<file path="config.mk">
export PLATFORM = sky130hd
export DESIGN_NAME = prot_tuple_gen
export DESIGN_NICKNAME = d
export VERILOG_FILES = /design/src/rtl/prot_tuple_gen.sv
export SDC_FILE = /design/constraint.sdc
export NUM_CORES = 1
export LEC_CHECK = 0
export BUFFER_PORTS_ARGS = -buffer_cell sky130_fd_sc_hd__buf_2
export CAP_MARGIN = 20
export CORE_MARGIN = 3
export CORE_UTILIZATION = 25
export CTS_CLUSTER_DIAMETER = 100
export DETAILED_ROUTE_END_ITERATION = 7
export HOLD_SLACK_MARGIN = 0.1
export PLACE_DENSITY = 0.46
export SLEW_MARGIN = 20
export SYNTH_ARGS = -nofsm -noshare
export SYNTH_HDL_FRONTEND = slang
export SYNTH_SLANG_ARGS = --single-unit
</file>
<file path="constraint.sdc">
create_clock -name clk -period 8.05 [get_ports clk]
set_input_delay 2.415 -clock clk [delete_from_list [all_inputs] [get_ports clk]]
set_output_delay 2.415 -clock clk [all_outputs]
set_load 0.02 [all_outputs]
</file>
<file path="src/rtl/prot_tuple_gen.sv">
module prot_tuple_gen #(
  parameter int          SZ_W  = 12,
  parameter int          CNT_W = 16,
  parameter logic [15:0] POLY  = 16'h8BB7
) (
  input  logic             clk,
  input  logic             rst_n,
  input  logic             start,
  input  logic [SZ_W-1:0]  cfg_blk_bytes,
  input  logic [SZ_W-1:0]  cfg_meta_bytes,
  input  logic             cfg_tuple_head,
  input  logic [1:0]       cfg_prot_type,
  input  logic [15:0]      cfg_app_tag,
  input  logic [31:0]      cfg_ref_tag,
  input  logic             cfg_ref_check,
  input  logic [31:0]      cfg_base_lba,
  input  logic [CNT_W-1:0] cfg_blk_count,
  input  logic             in_valid,
  output logic             in_ready,
  input  logic [7:0]       in_data,
  output logic             out_valid,
  input  logic             out_ready,
  output logic [7:0]       out_data,
  output logic             done,
  output logic             err
);
  localparam int POS_W = SZ_W + 1;

  logic             busy_q, head_q, done_q, err_q;
  logic [SZ_W-1:0]  blk_q, meta_q;
  logic [1:0]       type_q;
  logic [15:0]      app_q, crc_q;
  logic [31:0]      ref_q;
  logic [CNT_W-1:0] left_q;
  logic [POS_W-1:0] pos_q;

  logic [POS_W-1:0] blk_w, meta_w, last_pos, tup_start, toff;
  logic             in_tuple, xfer, refuse;
  logic [63:0]      tuple;
  logic [7:0]       tbyte;

  function automatic logic [15:0] crc_step(input logic [15:0] c, input logic [7:0] d);
    logic [15:0] r;
    r = c ^ {d, 8'h00};
    for (int i = 0; i < 8; i++) r = r[15] ? ((r << 1) ^ POLY) : (r << 1);
    return r;
  endfunction

  assign blk_w     = POS_W'(blk_q);
  assign meta_w    = POS_W'(meta_q);
  assign last_pos  = blk_w + meta_w - POS_W'(1);
  assign tup_start = head_q ? blk_w : blk_w + meta_w - POS_W'(8);
  assign in_tuple  = (pos_q >= tup_start) && (pos_q < tup_start + POS_W'(8));
  assign toff      = pos_q - tup_start;
  assign tuple     = {crc_q, app_q, ref_q};
  assign tbyte     = 8'(tuple >> (6'd56 - {toff[2:0], 3'b000}));

  assign in_ready  = busy_q & out_ready;
  assign out_valid = busy_q & in_valid;
  assign out_data  = in_tuple ? tbyte : in_data;
  assign xfer      = in_valid & in_ready;
  assign done      = done_q;
  assign err       = err_q;
  assign refuse    = (cfg_prot_type == 2'd1) && cfg_ref_check && (cfg_ref_tag != cfg_base_lba);

  always_ff @(posedge clk or negedge rst_n) begin
    if (!rst_n) begin
      busy_q <= 1'b0;
      head_q <= 1'b0;
      done_q <= 1'b0;
      err_q  <= 1'b0;
      blk_q  <= '0;
      meta_q <= '0;
      type_q <= 2'd1;
      app_q  <= '0;
      crc_q  <= '0;
      ref_q  <= '0;
      left_q <= '0;
      pos_q  <= '0;
    end else begin
      done_q <= 1'b0;
      err_q  <= 1'b0;
      if (!busy_q) begin
        if (start) begin
          if (refuse) begin
            err_q <= 1'b1;
          end else begin
            busy_q <= 1'b1;
            blk_q  <= cfg_blk_bytes;
            meta_q <= cfg_meta_bytes;
            head_q <= cfg_tuple_head;
            type_q <= cfg_prot_type;
            app_q  <= cfg_app_tag;
            ref_q  <= cfg_ref_tag;
            left_q <= cfg_blk_count;
            pos_q  <= '0;
            crc_q  <= '0;
          end
        end
      end else if (xfer) begin
        if (pos_q == last_pos) begin
          pos_q  <= '0;
          crc_q  <= '0;
          left_q <= left_q - CNT_W'(1);
          if (type_q != 2'd3) ref_q <= ref_q + 32'd1;
          if (left_q == CNT_W'(1)) begin
            busy_q <= 1'b0;
            done_q <= 1'b1;
          end
        end else begin
          pos_q <= pos_q + POS_W'(1);
          if (pos_q < tup_start) crc_q <= crc_step(crc_q, in_data);
        end
      end
    end
  end
endmodule


</file>
==> impl_metrics.py, run 1 <==
metrics = {
    "run_status": {
        "outcome": "finished, final reports clean",
    },
    "layout": {
        "insertedDiodeCount": 0,
        "utilization": 0.307,
        "layout.nets": 1348,
        "layout-drive-gt1-share": 0.277,
        "syn_to_final_growth_pct": 21.0,
        "final_design_area_no_fill_mm2": 0.0119,
    },
    "setup_path": {
        "cp_cell_sequence": "ha_2 -> inv_2 -> fa_2 -> and2b_2 -> o2111a_1 -> or3_4 -> a221oi_4 -> nand3_1 -> xnor2_1 -> mux2i_2 -> or4_4 -> nor2_4 -> xor2_1 -> ha_2 -> a2111o_1 -> a31oi_2 -> o221a_4 -> mux2_4 -> buf_2",
        "worstPathRequired_ps": 5640,
        "cp_slowest_stage_delay_ps": 600,
        "critical-path-top-cell-by-count": "sky130_fd_sc_hd__ha_2",
        "worstSetupStartpoint": "meta_q[0]",
        "setup_crit_end_kind": "output pin",
        "timing.rr.end": "ref_q[10]",
        "reg2reg_depth": 19,
        "critical_path_peak_fanout": 8,
        "crit_arrival_ps": 5470,
        "worst-setup-path-type": "flop to output pin",
        "timing.rr.start": "blk_q[0]",
        "regToRegSetupSlack_ps": 2360,
        "crit_end": "out_data[2]",
        "setup.worst_path.start_class": "flop",
        "timing.critical_path.slowest_stage_cell": "sky130_fd_sc_hd__or4_4",
    },
    "logic_synthesis": {
        "synth-main-ff-cell": "sky130_fd_sc_hd__dfrtp_1",
        "yosys.cell_types.count": 81,
        "syn-mean-instance-area_um2": 9.47,
        "ys_async_sr_fraction": 1.00,
        "syn_nets": 1219,
        "edff_count_synth": 0,
        "post_synth_inst_count": 1039,
        "synth_sequential_area_ratio": 0.313,
        "synth.cell_area_mm2": 0.00984,
        "synthesis.yosys.warnings": 0,
        "postSynthRegisterBits": 123,
    },
    "die": {
        "ports_placed_on_the_boundary": 149,
        "fp.dieW_um": 204,
        "die-area_mm2": 0.0418,
        "core_area_mm2": 0.0387,
        "floorplan.initialDensity": 0.254,
        "die_h_um": 204,
        "core.rowCount": 72,
    },
    "timing": {
        "clock_skew_ps": 14.5,
        "setup_viol": 0,
        "timing.final.crit_share": 0.980,
        "finalWorstPathRequiredPeriod_ps": 7890,
        "hold_viol": 0,
        "slew_headroom": 0.366,
        "achievable-frequency_mhz": 127,
        "finalWorstSetupSlack_ps": 165,
        "finalMaxSlewViolations": 0,
        "worst_pin_slew_ps": 947,
        "finalSetupTns_ps": 0,
    },
    "clock_tree": {
        "cts_hold_buffers": 0,
        "clockBufferDepth": 2,
        "cts_tree": "built",
        "clock_latency_ps": 440,
        "clock_sinks": 123,
        "cts.root.buffer_cell": "sky130_fd_sc_hd__clkbuf_16",
        "tritoncts.num_buffers": 17,
        "h_tree_levels": 4,
        "clk_pin_slew_worst_paths_ps": 60,
    },
    "global_routing": {
        "gr-total-overflow": 0,
        "first_global_vias": 8464,
        "grt_max_degree": 79,
        "grt_use_total": 0.152,
        "grt_pass1_wl_um": 50000,
        "number_of_antenna_violations_at_the_first_check_in_global_routing": 0,
    },
    "drt": {
        "ant_nets": 0,
        "post-route-drc-count": 0,
        "detail_route.first_pass.iterations": 5,
        "vias_per_cell": 5.19,
        "route.vias.total": 8819,
        "post_drt_wl_per_cell_um": 19.1,
        "route.final.wire_length_um": 32400,
        "drt-initial-drc-count": 619,
    },
    "flow_run": {
        "cap_violations": 0,
    },
    "placed_design": {
        "port_buffers": 148,
        "pre_cts_ws_ps": 412,
        "gpl.final_weighted_congestion": 0.798,
        "place_area_mm2": 0.0111,
        "detailedPlacementHpwl_um": 23600,
    },
    "pwr": {
        "static-leakage-power_nw": 5.22,
        "p_per_area_mw_per_mm2": 147,
        "vdd_ir_drop_max_uv": 127,
    },
    "worst_hold_path": {
        "worst_hold_path_type": "flop to flop",
        "holdCritStartpoint": "app_q[8]",
    },
}
-- layer usage --
metal	vias up	routed length, µm	global-route usage
li1	4218	-	-
met1	4348	15100	0.212
met2	218	15500	0.245
met3	35	1200	0.0201
met4	0	584	0.0457
met5	-	0	0
-- registers in the layout, summed over array words and instances (netlist names) --
signal	cells
crc_q	16
app_q	16
done	1
type_q	2
busy_q	1
blk_q	12
left_q	16
head_q	1
meta_q	12
err	1
pos_q	13
ref_q	32
-- cells in the final DEF (no fill, tap or decap), drive strengths merged, types with 4 or more instances in the layout --
cell,instances
a21o,23
nor2b,9
mux4,16
a22o,23
nor3b,5
buf,165
a21boi,4
a311oi,5
inv,44
o211ai,13
nand4,25
xor2,68
o211a,11
o41ai,10
and3,21
dfrtp,122
o21a,5
or4,12
mux2i,12
nand2b,5
ha,41
a21oi,36
mux2,60
o32ai,8
o2111ai,4
and4,4
nand3,48
nor2,51
nand2,62
xnor2,41
nor4,23
nor3,52
and2,8
o21ai,26
o22ai,13
or3,9
a32oi,12
clkbuf,19
a211oi,8
o221ai,8
-- how the worst min path moves through the flow --
stage	end	cells after the start	slack, ps
6_report	app_q[8]	1	500
5_1_grt	meta_q[2]	1	530
4_1_cts	app_q[8]	1	510
3_3_place_gp	app_q[11]	1	490
2_1_floorplan	app_q[4]	1	480
3_5_place_dp	app_q[8]	1	500
-- power breakdown --
| part | leakage [nW] | total [mW] | switching [mW] | internal [mW] |
|---|---|---|---|---|
| logic | 3.32 | 0.318 | 0.170 | 0.148 |
| registers | 1.62 | 0.649 | 0.0220 | 0.627 |
| clock network | 0.281 | 0.782 | 0.333 | 0.449 |
| total | 5.22 | 1.75 | 0.525 | 1.22 |
-- worst max-delay path, delay by kind of cell (launching register included) --
kind | cells | cell delay, ps
multiplexers | 2 | 460
adder cells (fa/ha/maj) | 3 | 640
buffers and inverters | 2 | 220
XOR/XNOR | 2 | 280
AND/OR/NAND/NOR | 5 | 1500
flip-flops | 1 | 380
AO/OA/AOI/OAI | 5 | 1560
-- what timing repair did --
action | 4_1_cts | 5_1_grt
gates cloned | 0 | 0
pin swaps | 1 | 7
endpoints found under the setup margin | 8 | 8
resized for setup | 2 | 40
buffers inserted | 1 | 4
-- cells in the mapped netlist (9+ instances only) --
master,count,area share
sky130_fd_sc_hd__mux4_2,16,0.037
sky130_fd_sc_hd__nor2_1,51,0.019
sky130_fd_sc_hd__nor2b_1,9,0.0057
sky130_fd_sc_hd__inv_1,37,0.014
sky130_fd_sc_hd__nor4_1,21,0.013
sky130_fd_sc_hd__and3_1,21,0.013
sky130_fd_sc_hd__or4_1,11,0.0084
sky130_fd_sc_hd__nand2_1,62,0.024
sky130_fd_sc_hd__o21ai_0,23,0.012
sky130_fd_sc_hd__a22o_1,23,0.020
sky130_fd_sc_hd__o22ai_1,13,0.0083
sky130_fd_sc_hd__nor3_1,52,0.026
sky130_fd_sc_hd__nand4_1,25,0.016
sky130_fd_sc_hd__nand3_1,48,0.024
sky130_fd_sc_hd__mux2_2,60,0.069
sky130_fd_sc_hd__xor2_1,68,0.061
sky130_fd_sc_hd__dfrtp_1,122,0.31
sky130_fd_sc_hd__o211a_1,10,0.010
sky130_fd_sc_hd__xnor2_1,41,0.036
sky130_fd_sc_hd__clkbuf_1,43,0.016
sky130_fd_sc_hd__mux2i_1,12,0.012
sky130_fd_sc_hd__a21o_1,23,0.018
sky130_fd_sc_hd__a21oi_1,35,0.018
sky130_fd_sc_hd__a32oi_1,11,0.0098
sky130_fd_sc_hd__ha_1,41,0.052
sky130_fd_sc_hd__o211ai_1,13,0.0099
-- cell families (layout without fill, tap and decap cells) --
group	count (synthesis)	in the layout	share of synthesized area
and+or+nand+nor	343	343	0.185
muxes	88	88	0.117
xor gates and xnor gates	111	111	0.102
adders and majority gates	43	43	0.0562
AOI/OAI and AO/OA	238	238	0.190
DFF	123	123	0.313
buffers and inverters	93	235	0.0367
-- stage by stage --
step                total power [mW]  hold WS, ps  instances
finish                          1.75          502       1699
detailed placement             0.978          497       1662
global placement               0.978          489       1662
CTS                             1.77          511       1695
floorplan                      0.852          475       1039
global route                    1.83          529       1699
-- final cells by class --
class / instances / area, µm²
fill: 4144 / 26800
multi-input combinational: 823 / 6570
sequential: 123 / 3080
timing repair buffer: 165 / 877
tap: 518 / 648
clock buffer: 19 / 453
inverter: 38 / 143
clock inverter: 13 / 133
(Power assumes the default switching activity.)
==> run 2: changes to the inputs <==
PLACE_DENSITY = unset   (was 0.46)
PLACE_DENSITY_LB_ADDON = 0.15   (was unset)
==> run 2 against run 1 <==
Compared with the run above:
- routed wire length is 1.0% higher
- sequential cell count is the same
- maximum frequency increased by 1.3%
- register-to-register slack gained 50 ps
- non-clock buffer count shrank 2
- global-route usage up 0.46 points
- sequential power hardly changed
- critical path depth unchanged
- final area is 0.49% higher
- die area stayed put
- clock power grew 13%
- largest power group unchanged
==> impl_metrics.py, run 2 (synthesis results as in run 1) <==
metrics = {
    "clock_tree": {
        "clock_latency_ps": 440,
        "tritoncts.num_buffers": 17,
        "cts_hold_buffers": 0,
        "clk_pin_slew_worst_paths_ps": 60,
        "clockBufferDepth": 2,
        "h_tree_levels": 4,
        "clock_sinks": 123,
        "cts.root.buffer_cell": "sky130_fd_sc_hd__clkbuf_16",
        "cts_tree": "built",
    },
    "die": {
        "core.rowCount": 72,
        "ports_placed_on_the_boundary": 149,
        "fp.dieW_um": 204,
        "die_h_um": 204,
        "die-area_mm2": 0.0418,
        "floorplan.initialDensity": 0.254,
        "core_area_mm2": 0.0387,
    },
    "drt": {
        "wl_met3_um": 950,
        "post-route-drc-count": 0,
        "post_drt_wl_per_cell_um": 19.3,
        "drt-initial-drc-count": 488,
        "detail_route.first_pass.iterations": 5,
        "wl_met2_um": 15800,
        "highest-signal-layer": "met4",
        "route.final.wire_length_um": 32700,
        "ant_nets": 0,
        "vias_per_cell": 5.14,
        "detail_route.wirelength.met1_um": 15600,
        "route.vias.total": 8722,
    },
    "layout": {
        "syn_to_final_growth_pct": 21.6,
        "flip_flop_count_of_the_largest_register_after_layout": 32,
        "insertedDiodeCount": 0,
        "most_common_cell_after_layout_fill_and_taps_aside": "sky130_fd_sc_hd__buf_2",
        "mostFrequentLayoutCells": "147 x sky130_fd_sc_hd__buf_2, 121 x sky130_fd_sc_hd__dfrtp_1, 66 x sky130_fd_sc_hd__xor2_1, 62 x sky130_fd_sc_hd__nand2_1, 60 x sky130_fd_sc_hd__mux2_2",
        "layout.nets": 1346,
        "registers.top_by_ff_count": "ref_q",
        "final_design_area_no_fill_mm2": 0.0120,
        "layout-drive-gt1-share": 0.276,
    },
    "flow_run": {
        "cap_violations": 0,
    },
    "placed_design": {
        "port_buffers": 148,
        "detailedPlacementHpwl_um": 23900,
        "place_area_mm2": 0.0111,
        "pre_cts_ws_ps": 385,
        "gpl.final_weighted_congestion": 0.790,
    },
    "setup_path": {
        "reg2reg_depth": 19,
        "crit_arrival_ps": 5370,
        "timing.rr.end": "ref_q[15]",
        "setup.worst_path.start_class": "flop",
        "timing.rr.start": "blk_q[0]",
        "critical_path_peak_fanout": 8,
        "worst-setup-path-type": "flop to output pin",
        "regToRegSetupSlack_ps": 2410,
        "setup_crit_end_kind": "output pin",
        "worstPathRequired_ps": 5640,
    },
    "timing": {
        "finalMaxSlewViolations": 0,
        "finalSetupTns_ps": 0,
        "slew_headroom": 0.329,
        "achievable-frequency_mhz": 129,
        "clock_skew_ps": 15.2,
        "hold_viol": 0,
        "timing.final.crit_share": 0.967,
        "worst_pin_slew_ps": 999,
        "finalWorstPathRequiredPeriod_ps": 7780,
        "setup_viol": 0,
        "finalWorstSetupSlack_ps": 270,
    },
    "global_routing": {
        "first_global_vias": 8576,
        "grt_pass1_wl_um": 51100,
        "grt_max_degree": 65,
        "gr-total-overflow": 0,
        "grt_use_total": 0.157,
        "number_of_antenna_violations_at_the_first_check_in_global_routing": 0,
    },
    "worst_hold_path": {
        "cell_depth_of_the_worst_min_delay_path": 1,
        "holdCritStartpoint": "app_q[14]",
        "worst_hold_path_type": "flop to flop",
        "whs_endpoint": "app_q[14]",
    },
    "pwr": {
        "static-leakage-power_nw": 5.23,
        "p_per_area_mw_per_mm2": 154,
        "total_power_mw": 1.85,
        "vdd_ir_drop_max_uv": 139,
    },
    "run_status": {
        "outcome": "finished, final reports clean",
    },
}
==> run 2: cell types whose count changed in the layout (fill, tap and decap cells not counted), moves of 3 or more <==
cell,before,now
sky130_fd_sc_hd__buf_4,18,15
sky130_fd_sc_hd__mux2_2,52,60
sky130_fd_sc_hd__mux2_4,8,0
sky130_fd_sc_hd__bufinv_16,1,5
==> run 2: routing by layer <==
metal	up-vias	GRT usage
met5	-	0
met4	0	0.0361
met3	18	0.0236
met2	159	0.258
met1	4334	0.217
li1	4211	-
==> run 2: layout make-up <==
cell class,count,area [µm²]
multi-input combinational,823,6580
inverter,38,143
sequential,123,3080
fill,4140,26800
clock buffer,19,443
clock inverter,13,214
tap,518,648
timing repair buffer,163,860
==> run 2: where the power goes <==
part	leakage (nW)	switching, mW	internal (mW)
Clock	0.314	0.326	0.561
Combinational	3.30	0.167	0.145
Sequential	1.62	0.0222	0.627
Total	5.23	0.515	1.33
==> run 2: worst max-delay path: stages, from the launching register on <==
cell                       delay (ps)
sky130_fd_sc_hd__dfrtp_1          390
sky130_fd_sc_hd__ha_1             220
sky130_fd_sc_hd__inv_1             90
sky130_fd_sc_hd__fa_2             200
sky130_fd_sc_hd__and2b_2          230
sky130_fd_sc_hd__o2111a_1         310
sky130_fd_sc_hd__or3_4            380
sky130_fd_sc_hd__a221oi_4         380
sky130_fd_sc_hd__xor2_1           110
sky130_fd_sc_hd__nor2_1           130
sky130_fd_sc_hd__a21oi_2           90
sky130_fd_sc_hd__or4_4            580
sky130_fd_sc_hd__nor2_1           150
sky130_fd_sc_hd__xor2_1            90
sky130_fd_sc_hd__ha_1             220
sky130_fd_sc_hd__a2111o_1         330
sky130_fd_sc_hd__a31oi_1          170
sky130_fd_sc_hd__o221a_4          320
sky130_fd_sc_hd__mux2_2           360
sky130_fd_sc_hd__buf_2            160
==> run 2: timing repair <==
action | CTS | global route
setup endpoints to repair | 8 | 8
pin swaps | 1 | 4
setup buffers | 0 | 4
gates resized for setup | 4 | 29
==> run 2: how the worst max path moves through the flow <==
stage	cells after the start	startpoint	slack [ps]	end
global placement	22	blk_q[0]	500	out_data[1]
floorplan	22	blk_q[0]	820	out_data[0]
detailed placement	22	blk_q[0]	390	out_data[3]
finish	19	blk_q[0]	270	out_data[3]
CTS	22	blk_q[0]	20	out_data[3]
global route	18	blk_q[0]	-30	out_data[3]
==> run 2: stage by stage <==
stage          std cells  utilization  hold slack, ps
6_report            1697        0.309             502
4_1_cts             1693        0.304             512
2_1_floorplan       1039            -             475
5_1_grt             1697        0.309             521
3_5_place_dp        1661        0.287             497
3_3_place_gp        1661        0.287             490
